===== src/rtl/pcs_pkg.sv =====
package pcs_pkg;
  localparam int WORD_W = 32;
  localparam int BE_W   = WORD_W / 8;

  // command word positions
  localparam int C_MEM  = 1;
  localparam int C_MST  = 2;
  localparam int C_PAR  = 6;
  localparam int C_SERR = 8;

  // status positions within the 32-bit view
  localparam int S_FAST   = 16 + 7;
  localparam int S_DPAR   = 16 + 8;
  localparam int S_TIM_LO = 16 + 9;
  localparam int S_SIGTA  = 16 + 11;
  localparam int S_RCVTA  = 16 + 12;
  localparam logic [1:0] TIM_MEDIUM = 2'b01;

  localparam int NFLAG = 3;

  typedef struct packed {
    logic serr_en;
    logic par_en;
    logic mst_en;
    logic mem_en;
  } cmd_t;

  function automatic int flag_pos(input int idx);
    case (idx)
      0:       flag_pos = S_DPAR;
      1:       flag_pos = S_SIGTA;
      default: flag_pos = S_RCVTA;
    endcase
  endfunction
endpackage


===== src/rtl/pcs_rst_sync.sv =====
module pcs_rst_sync #(
  parameter int STAGES = 2
) (
  input  logic clk,
  input  logic rst_n,
  output logic rst_sync_n
);
  logic [STAGES-1:0] sync_q;

  always_ff @(posedge clk or negedge rst_n) begin
    if (!rst_n) sync_q <= '0;
    else        sync_q <= {sync_q[STAGES-2:0], 1'b1};
  end

  assign rst_sync_n = sync_q[STAGES-1];
endmodule


===== src/rtl/pcs_cmd_reg.sv =====
module pcs_cmd_reg
  import pcs_pkg::*;
(
  input  logic              clk,
  input  logic              rst_n,
  input  logic              wr,
  input  logic [BE_W-1:0]   be,
  input  logic [WORD_W-1:0] wdata,
  output cmd_t              cmd_q
);
  localparam int MEM_B  = C_MEM / 8;
  localparam int MST_B  = C_MST / 8;
  localparam int PAR_B  = C_PAR / 8;
  localparam int SERR_B = C_SERR / 8;

  cmd_t cmd_d;
  logic cmd_ce;

  always_comb begin
    cmd_d  = cmd_q;
    cmd_ce = wr;
    if (be[MEM_B])  cmd_d.mem_en  = wdata[C_MEM];
    if (be[MST_B])  cmd_d.mst_en  = wdata[C_MST];
    if (be[PAR_B])  cmd_d.par_en  = wdata[C_PAR];
    if (be[SERR_B]) cmd_d.serr_en = wdata[C_SERR];
  end

  always_ff @(posedge clk or negedge rst_n) begin
    if (!rst_n)      cmd_q <= '0;
    else if (cmd_ce) cmd_q <= cmd_d;
  end

  assert_cmd_hold_R2: assert property (@(posedge clk) disable iff (!rst_n)
    !wr |=> $stable(cmd_q));
  assert_serr_be_R2: assert property (@(posedge clk) disable iff (!rst_n)
    (wr && !be[SERR_B]) |=> $stable(cmd_q.serr_en));
endmodule


===== src/rtl/pcs_flag.sv =====
module pcs_flag (
  input  logic clk,
  input  logic rst_n,
  input  logic set_i,
  input  logic clr_i,
  output logic flag_q
);
  logic flag_d;
  logic flag_ce;

  always_comb begin
    flag_ce = set_i | clr_i;
    flag_d  = set_i;      // set dominates a same-cycle clear
  end

  always_ff @(posedge clk or negedge rst_n) begin
    if (!rst_n)       flag_q <= 1'b0;
    else if (flag_ce) flag_q <= flag_d;
  end

  assert_set_wins_R12: assert property (@(posedge clk) disable iff (!rst_n)
    set_i |=> flag_q);
  assert_w1c_R11: assert property (@(posedge clk) disable iff (!rst_n)
    (clr_i && !set_i) |=> !flag_q);
  assert_sticky_R11: assert property (@(posedge clk) disable iff (!rst_n)
    (!set_i && !clr_i) |=> $stable(flag_q));
endmodule


===== src/rtl/pcs_status.sv =====
module pcs_status
  import pcs_pkg::*;
(
  input  logic              clk,
  input  logic              rst_n,
  input  logic              wr,
  input  logic [BE_W-1:0]   be,
  input  logic [WORD_W-1:0] wdata,
  input  logic              par_en,
  input  logic              perr_seen,
  input  logic              perr_drv,
  input  logic              mst_xfer,
  input  logic              tabort_sig,
  input  logic              tabort_rcv,
  output logic [NFLAG-1:0]  flags_q
);
  logic [NFLAG-1:0] set_v;
  logic [NFLAG-1:0] clr_v;

  always_comb begin
    set_v[0] = (perr_seen | perr_drv) & mst_xfer & par_en;
    set_v[1] = tabort_sig;
    set_v[2] = tabort_rcv;
  end

  for (genvar i = 0; i < NFLAG; i++) begin : g_flag
    localparam int POS = flag_pos(i);
    assign clr_v[i] = wr & be[POS/8] & wdata[POS];
    pcs_flag u_flag (
      .clk    (clk),
      .rst_n  (rst_n),
      .set_i  (set_v[i]),
      .clr_i  (clr_v[i]),
      .flag_q (flags_q[i])
    );
  end

  assert_dpar_cond_R8: assert property (@(posedge clk) disable iff (!rst_n)
    (!flags_q[0] && !(mst_xfer && par_en)) |=> !flags_q[0]);
  assert_sigta_R9: assert property (@(posedge clk) disable iff (!rst_n)
    tabort_sig |=> flags_q[1]);
  assert_rcvta_R10: assert property (@(posedge clk) disable iff (!rst_n)
    tabort_rcv |=> flags_q[2]);
endmodule


===== src/rtl/pcs_gate.sv =====
module pcs_gate
  import pcs_pkg::*;
(
  input  logic clk,
  input  logic rst_n,
  input  cmd_t cmd,
  input  logic mem_hit,
  input  logic mst_req,
  input  logic sys_err,
  output logic mem_sel,
  output logic mst_ok,
  output logic par_chk_en,
  output logic serr_out
);
  logic serr_d;

  always_comb begin
    mem_sel    = mem_hit & cmd.mem_en;
    mst_ok     = mst_req & cmd.mst_en;
    par_chk_en = cmd.par_en;
    serr_d     = sys_err & cmd.serr_en;
  end

  always_ff @(posedge clk or negedge rst_n) begin
    if (!rst_n) serr_out <= 1'b0;
    else        serr_out <= serr_d;
  end

  assert_mem_gate_R3: assert property (@(posedge clk) disable iff (!rst_n)
    !cmd.mem_en |-> !mem_sel);
  assert_mst_gate_R4: assert property (@(posedge clk) disable iff (!rst_n)
    !cmd.mst_en |-> !mst_ok);
  assert_serr_gate_R6: assert property (@(posedge clk) disable iff (!rst_n)
    !(cmd.serr_en && sys_err) |=> !serr_out);
endmodule


===== src/rtl/pci_cmdstat.sv =====
module pci_cmdstat
  import pcs_pkg::*;
#(
  parameter int SYNC_STAGES = 2
) (
  input  logic        clk,
  input  logic        rst_n,
  input  logic        cfg_wr,
  input  logic        cfg_rd,
  input  logic [3:0]  cfg_be,
  input  logic [31:0] cfg_wdata,
  output logic [31:0] cfg_rdata,
  input  logic        ev_perr_seen,
  input  logic        ev_perr_drv,
  input  logic        ev_mst_xfer,
  input  logic        ev_tabort_sig,
  input  logic        ev_tabort_rcv,
  input  logic        ev_sys_err,
  input  logic        mem_hit,
  input  logic        mst_req,
  output logic        mem_sel,
  output logic        mst_ok,
  output logic        par_chk_en,
  output logic        serr_out
);
  logic             rst_i_n;
  cmd_t             cmd_q;
  logic [NFLAG-1:0] flags_q;
  logic [31:0]      reg_view;
  logic [31:0]      rdata_d;

  pcs_rst_sync #(.STAGES(SYNC_STAGES)) u_rst (
    .clk        (clk),
    .rst_n      (rst_n),
    .rst_sync_n (rst_i_n)
  );

  pcs_cmd_reg u_cmd (
    .clk   (clk),
    .rst_n (rst_i_n),
    .wr    (cfg_wr),
    .be    (cfg_be),
    .wdata (cfg_wdata),
    .cmd_q (cmd_q)
  );

  pcs_status u_stat (
    .clk        (clk),
    .rst_n      (rst_i_n),
    .wr         (cfg_wr),
    .be         (cfg_be),
    .wdata      (cfg_wdata),
    .par_en     (cmd_q.par_en),
    .perr_seen  (ev_perr_seen),
    .perr_drv   (ev_perr_drv),
    .mst_xfer   (ev_mst_xfer),
    .tabort_sig (ev_tabort_sig),
    .tabort_rcv (ev_tabort_rcv),
    .flags_q    (flags_q)
  );

  pcs_gate u_gate (
    .clk        (clk),
    .rst_n      (rst_i_n),
    .cmd        (cmd_q),
    .mem_hit    (mem_hit),
    .mst_req    (mst_req),
    .sys_err    (ev_sys_err),
    .mem_sel    (mem_sel),
    .mst_ok     (mst_ok),
    .par_chk_en (par_chk_en),
    .serr_out   (serr_out)
  );

  always_comb begin
    reg_view                      = '0;
    reg_view[C_MEM]               = cmd_q.mem_en;
    reg_view[C_MST]               = cmd_q.mst_en;
    reg_view[C_PAR]               = cmd_q.par_en;
    reg_view[C_SERR]              = cmd_q.serr_en;
    reg_view[S_FAST]              = 1'b1;
    reg_view[S_TIM_LO+1:S_TIM_LO] = TIM_MEDIUM;
    for (int i = 0; i < NFLAG; i++) reg_view[flag_pos(i)] = flags_q[i];
    rdata_d = reg_view;
  end

  always_ff @(posedge clk or negedge rst_i_n) begin
    if (!rst_i_n)    cfg_rdata <= '0;
    else if (cfg_rd) cfg_rdata <= rdata_d;
  end

  assert_const_bits_R7: assert property (@(posedge clk) disable iff (!rst_i_n)
    cfg_rd |=> (cfg_rdata[S_TIM_LO+1:S_TIM_LO] == TIM_MEDIUM) && cfg_rdata[S_FAST]);
  assert_rdata_hold_R13: assert property (@(posedge clk) disable iff (!rst_i_n)
    !cfg_rd |=> $stable(cfg_rdata));
  assert_par_out_R5: assert property (@(posedge clk) disable iff (!rst_i_n)
    cfg_rd |=> (cfg_rdata[C_PAR] == $past(par_chk_en)));
endmodule


===== config.mk =====
export PLATFORM = sky130hd
export DESIGN_NAME = pci_cmdstat
export DESIGN_NICKNAME = d
export VERILOG_FILES = /design/src/rtl/pcs_pkg.sv /design/src/rtl/pcs_rst_sync.sv /design/src/rtl/pcs_cmd_reg.sv /design/src/rtl/pcs_flag.sv /design/src/rtl/pcs_status.sv /design/src/rtl/pcs_gate.sv /design/src/rtl/pci_cmdstat.sv
export SDC_FILE = /design/constraint.sdc
export NUM_CORES = 1
export LEC_CHECK = 0
export ABC_AREA = 0
export CAP_MARGIN = 40
export CORE_MARGIN = 4
export CORE_UTILIZATION = 25
export DETAILED_ROUTE_END_ITERATION = 10
export PLACE_DENSITY = 0.7
export SLEW_MARGIN = 20
export SYNTH_ARGS = -nofsm -noshare
export SYNTH_HDL_FRONTEND = slang
export SYNTH_SLANG_ARGS = --single-unit

===== constraint.sdc =====
create_clock -name clk -period 0.8 [get_ports clk]
set_input_delay 0.16 -clock clk [delete_from_list [all_inputs] [get_ports clk]]
set_output_delay 0.16 -clock clk [all_outputs]
set_load 0.05 [all_outputs]

==> results of run 1 <==
Yosys cell counts:
master,n,share of area
or2_2,1,0.0074
a21o_1,2,0.018
o2bb2ai_1,1,0.010
nand2_1,2,0.0089
mux2_2,8,0.11
and2_1,3,0.022
buf_4,24,0.21
nand3_1,3,0.018
dfrtp_1,18,0.53
nor2_1,1,0.0044
mux2_1,3,0.040
buf_2,1,0.0059
nand2_2,1,0.0074
conb_1,2,0.0089
kinds of logic (layout without fill, tap and decap cells):
| family | Yosys count | in the layout |
|---|---|---|
| DFF | 18 | 18 |
| other | 2 | 24 |
| AOI/OAI and AO/OA | 3 | 3 |
| buffers and inverters | 25 | 47 |
| and+or+nand+nor | 11 | 11 |
| muxes | 11 | 11 |
routing by layer:
metal  up-vias  track usage  wire [um]
met5         -            0          0
met4         0      0.00761          0
met3         0       0.0459        193
met2        34        0.145       1080
met1       275       0.0947        721
li1        265            -          -
area by class of cell:
| cell class | instances | area [um^2] |
|---|---|---|
| tap | 44 | 55.1 |
| clock buffer | 4 | 36.3 |
| fill | 316 | 1720 |
| multi-input combinational | 49 | 334 |
| sequential | 18 | 462 |
| timing repair buffer | 43 | 551 |
placed cells by master (no fill, tap or decap), drive strengths merged:
cell type / Yosys / layout
conb: 2 / 24
mux2: 11 / 11
dlygate4sd2: 0 / 2
o2bb2ai: 1 / 1
nor2: 1 / 1
nand2: 3 / 3
clkbuf: 0 / 4
and2: 3 / 3
a21o: 2 / 2
buf: 25 / 22
or2: 1 / 1
clkdlybuf4s50: 0 / 19
nand3: 3 / 3
dfrtp: 18 / 18
final timing paths:
kind | from | to | cells after the start
setup / recovery | u_cmd.cmd_q[1] | mst_ok | 2
hold / removal | rst_n | u_rst.sync_q[0] | 1
setup reg to reg | u_cmd.cmd_q[1] | cfg_rdata[2] | 3
hold reg to reg | u_rst.sync_q[1] | cfg_rdata[27] | 1
max in group asynchronous | u_rst.sync_q[1] | cfg_rdata[8] | 1
min in group clk | u_rst.sync_q[0] | u_rst.sync_q[1] | 0
through the flow:
step	setup TNS [ns]	std cells	utilization	power [mW]
2_1_floorplan	-0.991	92	-	1.88
3_3_place_gp	-6.55	150	0.423	2.34
3_5_place_dp	-6.84	150	0.423	2.36
4_1_cts	-4.30	156	0.441	2.97
5_1_grt	-5.11	158	0.456	3.14
6_report	-4.32	158	0.456	3.01
state kept, by name, indices dropped and copies added, names as in the netlist:
signal and cells:
cfg_rdata 8, u_stat.g_flag.u_flag.flag_q 3, u_gate.serr_out 1, u_cmd.cmd_q 4
u_rst.sync_q 2
power breakdown:
group          switching [mW]  leakage [nW]  internal, mW
registers               0.113         0.192          1.04
clock network           0.279        0.0210         0.277
logic                   0.693         0.440         0.605
total                    1.08         0.653          1.92
repair_timing:
item	in CTS	in global routing
resized for setup	6	9
setup endpoints to repair	28	26
pin swaps	2	0
setup buffers	2	3
==> flow_metrics.py, run 1 <==
metrics = {
    "run_status": {
        "status": "finished with violations",
        "violations": "negative setup slack",
    },
    "global_routing": {
        "grt_pass1_vias": 589,
        "grt_util_all_layers": 0.0843,
        "gr-total-overflow": 0,
        "grt_antenna_before_repair": 0,
        "grt_max_degree": 11,
        "grt_pass1_wl_mm": 2.79,
    },
    "critical_path": {
        "required_ns": 0.64,
        "crit_slowest_cell": "dfrtp_1",
        "crit_type": "flip-flop to output pin",
        "max_stage_delay_ns": 0.40,
        "start_kind": "flip-flop",
        "cp_num_buf_inv": 1,
        "arrival_ns": 0.98,
        "cp-end-kind": "output pin",
        "critPathMaxFanout": 2,
        "path_delay_family": "flip-flops",
        "crit_chain": "and2_4, buf_12",
        "r2r_slack_ns": -0.20,
    },
    "synthesis": {
        "ys_seq_area_frac": 0.531,
        "syn_inst": 70,
        "synthAdderAreaFrac": 0,
        "synth.cell_area_um2": 848,
        "synth_seq_cells": 18,
        "yosys_warnings": 0,
        "netlist-cell-type-count": 14,
        "synthXorXnorAreaFrac": 0,
        "avgSynthCellArea_um2": 12.1,
        "synthMuxAreaShare": 0.146,
        "synth-compound-area-share": 0.0280,
        "synth_top_family_by_area": "buffers and inverters",
        "synth_simple_gate_area_frac": 0.0678,
    },
    "floorplanning": {
        "core_area_mm2": 0.00315,
        "die_y_um": 66.3,
        "dieArea_mm2": 0.00439,
        "io_pins": 84,
        "start_util": 0.269,
        "dieWidth_um": 66.3,
        "std_cell_rows": 20,
    },
    "placed_design": {
        "place_hpwl_mm": 1.62,
        "place_ws_ns": -0.461,
        "placed_area_mm2": 0.00133,
        "numPortBuffers": 34,
        "place_congestion": 0.634,
    },
    "cells_and_area": {
        "drive_above_1_share": 0.456,
        "antenna_cells": 0,
        "fin_nets": 163,
        "design_area_mm2": 0.00144,
        "area_growth_pct": 69.5,
    },
    "clock_tree": {
        "cts_num_sinks": 18,
        "cts_hold_buf": 0,
        "cts_tree": "done",
        "clk_latency_ns": 0.29,
        "cts_buffers": 3,
        "clk_pin_slew_ns": 0.11,
        "cts.path.max_buffers": 2,
        "htreeDepth": 1,
        "cts_root_buf": "clkbuf_4",
    },
    "sta": {
        "finalMaxSlewViolations": 0,
        "worst_clock_skew_ns": 0.00893,
        "whs_ns": 0.0268,
        "rsz0062_at_grt": "true",
        "period_share": 1.43,
        "worst_slack_ns": -0.343,
        "hold_viol_final": 0,
        "fmax_ghz": 0.875,
        "min_period_ns": 1.14,
        "setup_viol": 23,
    },
    "job": {
        "drv_cap": 0,
    },
    "pwr": {
        "power.density_mw_per_mm2": 2090,
        "p_leak_nw": 0.653,
        "ir_drop_mv": 0.840,
    },
    "hold_path": {
        "hp-class": "primary input to asynchronous set/reset pin",
    },
    "drt": {
        "wl_mm": 1.99,
        "num_vias": 574,
        "drt_iter0_drc": 10,
        "ant_nets": 0,
        "drc": 0,
        "post_drt_wl_per_cell_um": 12.6,
        "dr.pass1.iters": 2,
        "drt-vias-per-instance": 3.63,
    },
}
No activity file was read; power rests on OpenSTA's default activity.
==> run 2, diff against run 1 <==
Settings changed: CORE_MARGIN 4 to not set, PLACE_DENSITY 0.7 to 0.73.
Clock period 0.8 ns to 0.9 ns, I/O delays scaled along.
==> run 2 against run 1 <==
  * The run still ends with negative setup slack left
  * Cell area down 2.6%
  * Critical path depth unchanged
  * Via count up 0.17%
  * Die area down 17%
  * Clock-buffer cell count unchanged
  * Combinational power down 14%
  * Critical path type unchanged
  * Critical endpoint unchanged
  * Largest power group unchanged
==> flow_metrics.py, run 2 (same netlist as run 1, synthesis figures left out) <==
metrics = {
    "run_status": {
        "status": "finished with violations",
        "violations": "negative setup slack",
    },
    "drt": {
        "drt_iter0_drc": 0,
        "drt-vias-per-instance": 3.66,
        "ant_nets": 0,
        "dr.pass1.iters": 1,
        "drc": 0,
        "wl_mm": 1.65,
        "num_vias": 575,
        "post_drt_wl_per_cell_um": 10.5,
    },
    "floorplanning": {
        "io_pins": 84,
        "core_area_mm2": 0.00313,
        "dieWidth_um": 60.3,
        "die_y_um": 60.3,
        "start_util": 0.271,
        "std_cell_rows": 20,
        "dieArea_mm2": 0.00363,
    },
    "global_routing": {
        "gr-total-overflow": 0,
        "grt_antenna_before_repair": 0,
        "grt_max_degree": 17,
        "grt_pass1_wl_mm": 2.36,
        "grt_pass1_vias": 511,
        "grt_util_all_layers": 0.0928,
    },
    "cells_and_area": {
        "multi_input_area_um2": 318,
        "fin_nets": 162,
        "largest_reg_flops": 8,
        "final-seq-area_um2": 462,
        "drive_above_1_share": 0.425,
        "antenna_cells": 0,
        "mostFrequentLayoutCells": "24 x conb_1, 19 x clkdlybuf4s50_1, 13 x buf_12",
        "fin_cells": 157,
        "reg_top3": "cfg_rdata x8, u_cmd.cmd_q x4, u_stat.g_flag.u_flag.flag_q x3",
        "largest-register": "cfg_rdata",
        "design_area_mm2": 0.00140,
        "n_fill_cell": 308,
        "area_growth_pct": 65.0,
        "final_common_cell": "conb_1",
    },
    "clock_tree": {
        "cts_tree": "done",
        "cts_hold_buf": 0,
        "clk_pin_slew_ns": 0.10,
        "cts_buffers": 3,
        "cts.path.max_buffers": 2,
        "cts_root_buf": "clkbuf_4",
        "clk_latency_ns": 0.29,
        "htreeDepth": 1,
        "cts_num_sinks": 18,
    },
    "job": {
        "drv_cap": 0,
    },
    "critical_path": {
        "required_ns": 0.72,
        "path_depth": 2,
        "max_stage_delay_ns": 0.40,
        "cp_num_buf_inv": 1,
        "cp-end-kind": "output pin",
        "crit_chain": "and2_4, buf_12",
        "arrival_ns": 0.98,
        "start_kind": "flip-flop",
        "crit_type": "flip-flop to output pin",
        "critPathMaxFanout": 2,
        "crit_slowest_cell": "dfrtp_1",
        "path_delay_family": "flip-flops",
        "rr_worst_depth": 3,
    },
    "sta": {
        "rsz0062_at_grt": "true",
        "fmax_ghz": 0.859,
        "setup_viol": 18,
        "whs_ns": 0.0496,
        "min_period_ns": 1.16,
        "finalMaxSlewViolations": 0,
        "worst_slack_ns": -0.265,
        "period_share": 1.29,
        "worst_clock_skew_ns": 0.0114,
        "hold_viol_final": 0,
    },
    "placed_design": {
        "place_congestion": 0.701,
        "placed_area_mm2": 0.00133,
        "place_hpwl_mm": 1.35,
        "numPortBuffers": 34,
        "numPlacedInstances": 149,
    },
    "pwr": {
        "ir_drop_mv": 0.909,
        "power.density_mw_per_mm2": 1810,
        "p_leak_nw": 0.631,
        "p_total_mw": 2.54,
    },
    "hold_path": {
        "hp-class": "primary input to asynchronous set/reset pin",
    },
}
==> run 2: cell types whose count changed in the layout (fill, tap and decap cells not counted) <==
cell	change
o2bb2ai_2	-1
mux2_4	-2
buf_6	-1
o2bb2ai_1	+1
mux2_2	+2
clkbuf_1	+1
nand2_1	+1
nand2_2	-1
clkbuf_8	-1
==> run 2: final timing paths <==
check / endpoint / slack (ns) / from
max: mst_ok / -0.26 / u_cmd.cmd_q[1]
min: u_rst.sync_q[0] / 0.05 / rst_n
max reg2reg: cfg_rdata[1] / -0.10 / u_cmd.cmd_q[0]
min reg2reg: u_cmd.cmd_q[0] / 0.18 / u_rst.sync_q[1]
max in group asynchronous: cfg_rdata[27] / 0.51 / u_rst.sync_q[1]
min in group clk: u_rst.sync_q[1] / 0.36 / u_rst.sync_q[0]
==> run 2: worst register-to-register path, stage by stage, from the launching register on <==
cell and delay, ns:
dfrtp_1 0.40, buf_4 0.14, buf_6 0.10, mux2_2 0.25
==> run 2: through the flow <==
stage | utilization | TNS, ns | setup slack, ns
detailed placement | 0.424 | -5.51 | -0.379
CTS | 0.443 | -2.56 | -0.274
floorplan | - | -0.0367 | -0.0117
global route | 0.448 | -3.22 | -0.314
global placement | 0.424 | -5.20 | -0.346
finish | 0.448 | -2.52 | -0.265
==> run 2: layer usage <==
| layer | up-vias | GRT usage | part of all wire |
|---|---|---|---|
| met4 | 0 | 0.00997 | 0 |
| met1 | 278 | 0.0884 | 0.33 |
| met2 | 35 | 0.181 | 0.58 |
| met5 | - | 0 | 0 |
| met3 | 0 | 0.0455 | 0.083 |
| li1 | 262 | - | - |
==> run 2: what timing repair did <==
action,in CTS,in global routing
buffers inserted,3,1
resized for setup,7,2
pin swaps,0,0
endpoints found under the setup margin,25,19
==> run 2: where the power goes <==
part / internal (mW) / total [mW] / switching (mW) / leakage (nW)
logic: 0.516 / 1.12 / 0.603 / 0.424
registers: 0.923 / 1.02 / 0.0916 / 0.192
clock network: 0.172 / 0.407 / 0.234 / 0.0150
total: 1.61 / 2.54 / 0.929 / 0.631
==> run 2: area by class of cell <==
cell class,count,area share
clock buffer,4,0.0188
multi-input combinational,49,0.227
sequential,18,0.330
tap,44,0.0393
timing repair buffer,42,0.385
==> run 3, diff against run 2 <==
Settings changed: CORE_MARGIN set to 4, HOLD_SLACK_MARGIN set to 0.12, PLACE_DENSITY 0.73 to 0.83.
==> run 3 against run 2 <==
  * The flow still finishes with violations (negative setup slack)
  * Routed wire length up 22%
  * Utilization up 1.3 points
  * Flip-flop and latch count is the same
  * Die area grew 21%
  * Fmax rose by 1.8%
  * Critical path type unchanged
  * Largest power group unchanged
==> flow_metrics.py, run 3 (same netlist as run 1, synthesis figures left out) <==
metrics = {
    "run_status": {
        "status": "finished with violations",
        "violations": "negative setup slack",
    },
    "clock_tree": {
        "cts_num_sinks": 18,
        "clk_pin_slew_ns": 0.10,
        "htreeDepth": 1,
        "cts.path.max_buffers": 2,
        "cts_buffers": 3,
        "cts_root_buf": "clkbuf_4",
        "cts_tree": "done",
        "clk_latency_ns": 0.29,
    },
    "drt": {
        "ant_nets": 0,
        "drt_iter0_drc": 3,
        "drt-vias-per-instance": 3.62,
        "post_drt_wl_per_cell_um": 12.6,
        "drc": 0,
        "wl_mm": 2.00,
        "dr.pass1.iters": 2,
        "num_vias": 575,
    },
    "critical_path": {
        "crit_type": "flip-flop to output pin",
        "arrival_ns": 0.96,
        "required_ns": 0.72,
        "start_kind": "flip-flop",
        "critPathMaxFanout": 2,
        "cp-end-kind": "output pin",
    },
    "cells_and_area": {
        "drive_above_1_share": 0.452,
        "largest-register": "cfg_rdata",
        "largest_reg_flops": 8,
        "reg_top3": "cfg_rdata x8, u_cmd.cmd_q x4, u_stat.g_flag.u_flag.flag_q x3",
        "antenna_cells": 0,
        "area_growth_pct": 71.2,
        "design_area_mm2": 0.00145,
        "mostFrequentLayoutCells": "24 x conb_1, 19 x clkdlybuf4s50_1, 13 x buf_12",
        "fin_nets": 164,
        "final_common_cell": "conb_1",
    },
    "sta": {
        "hold_viol_final": 0,
        "fmax_ghz": 0.874,
        "setup_viol": 15,
        "rsz0062_at_grt": "true",
        "worst_clock_skew_ns": 0.00134,
        "worst_slack_ns": -0.244,
        "whs_ns": 0.181,
        "period_share": 1.27,
        "finalMaxSlewViolations": 0,
        "min_period_ns": 1.14,
    },
    "floorplanning": {
        "core_area_mm2": 0.00315,
        "dieArea_mm2": 0.00439,
        "std_cell_rows": 20,
        "dieWidth_um": 66.3,
        "die_y_um": 66.3,
        "io_pins": 84,
        "start_util": 0.269,
    },
    "placed_design": {
        "place_hpwl_mm": 1.67,
        "numPortBuffers": 34,
        "placed_area_mm2": 0.00133,
        "place_ws_ns": -0.388,
        "place_congestion": 0.694,
    },
    "job": {
        "drv_cap": 0,
    },
    "global_routing": {
        "grt_max_degree": 11,
        "grt_antenna_before_repair": 0,
        "grt_pass1_wl_mm": 3.06,
        "gr-total-overflow": 0,
        "grt_pass1_vias": 636,
        "grt_util_all_layers": 0.0936,
    },
    "pwr": {
        "p_leak_nw": 0.662,
        "ir_drop_mv": 0.563,
        "power.density_mw_per_mm2": 1850,
    },
    "hold_path": {
        "hp-class": "flip-flop to asynchronous set/reset pin",
    },
}
run 3: cell types whose count changed in the layout (fill, tap and decap cells not counted), sizes merged:
cell / delta
dlygate4sd3: +1
buf: +1
run 3: stage by stage:
| stage | setup TNS (ns) | power, mW | utilization | std cells |
|---|---|---|---|---|
| final | -2.38 | 2.69 | 0.461 | 159 |
| after global routing | -2.88 | 2.81 | 0.461 | 159 |
| after CTS | -2.57 | 2.69 | 0.454 | 159 |
| after detailed placement | -5.68 | 2.10 | 0.420 | 149 |
| after global placement | -5.43 | 2.07 | 0.420 | 149 |
| after floorplan | -0.0367 | 1.67 | - | 92 |
run 3: worst max-delay path, stage by stage (launching register included):
cell and delay (ns):
dfrtp_1 0.39, and2_4 0.14, buf_12 0.14
run 3: per-layer routing:
layer | vias to the layer above | wire [um] | global-route usage
li1 | 270 | - | -
met1 | 274 | 663 | 0.0928
met2 | 31 | 1160 | 0.182
met3 | 0 | 177 | 0.0272
met4 | 0 | 0 | 0.0305
met5 | - | 0 | 0
run 3: area by class of cell:
| type | count | area (um^2) |
|---|---|---|
| repair buffers | 44 | 561 |
| flip-flops and latches | 18 | 462 |
| well taps | 44 | 55.1 |
| multi-input cells | 49 | 339 |
| clock buffers | 4 | 36.3 |
| fillers | 304 | 1700 |
run 3: final timing paths:
kind	from	endpoint	slack (ns)	cells after the start
max	u_cmd.cmd_q[0]	mem_sel	-0.24	2
min	u_rst.sync_q[1]	u_cmd.cmd_q[3]	0.18	1
max reg2reg	u_cmd.cmd_q[2]	cfg_rdata[6]	-0.04	2
min reg2reg	u_rst.sync_q[1]	u_cmd.cmd_q[3]	0.18	1
max in group asynchronous	rst_n	u_rst.sync_q[0]	0.20	2
min in group clk	u_rst.sync_q[0]	u_rst.sync_q[1]	0.36	0
run 3: power breakdown:
part	switching [mW]	internal [mW]	total, mW
Combinational	0.622	0.552	1.17
Sequential	0.0969	0.924	1.02
Clock	0.249	0.246	0.496
run 3: what timing repair did:
item | in CTS | in global routing
endpoints found under the setup margin | 25 | 17
setup buffers | 5 | 3
pin swaps | 1 | 0
gates resized for setup | 10 | 7
hold buffers | 1 | 0
endpoints found under the hold margin | 2 | 0
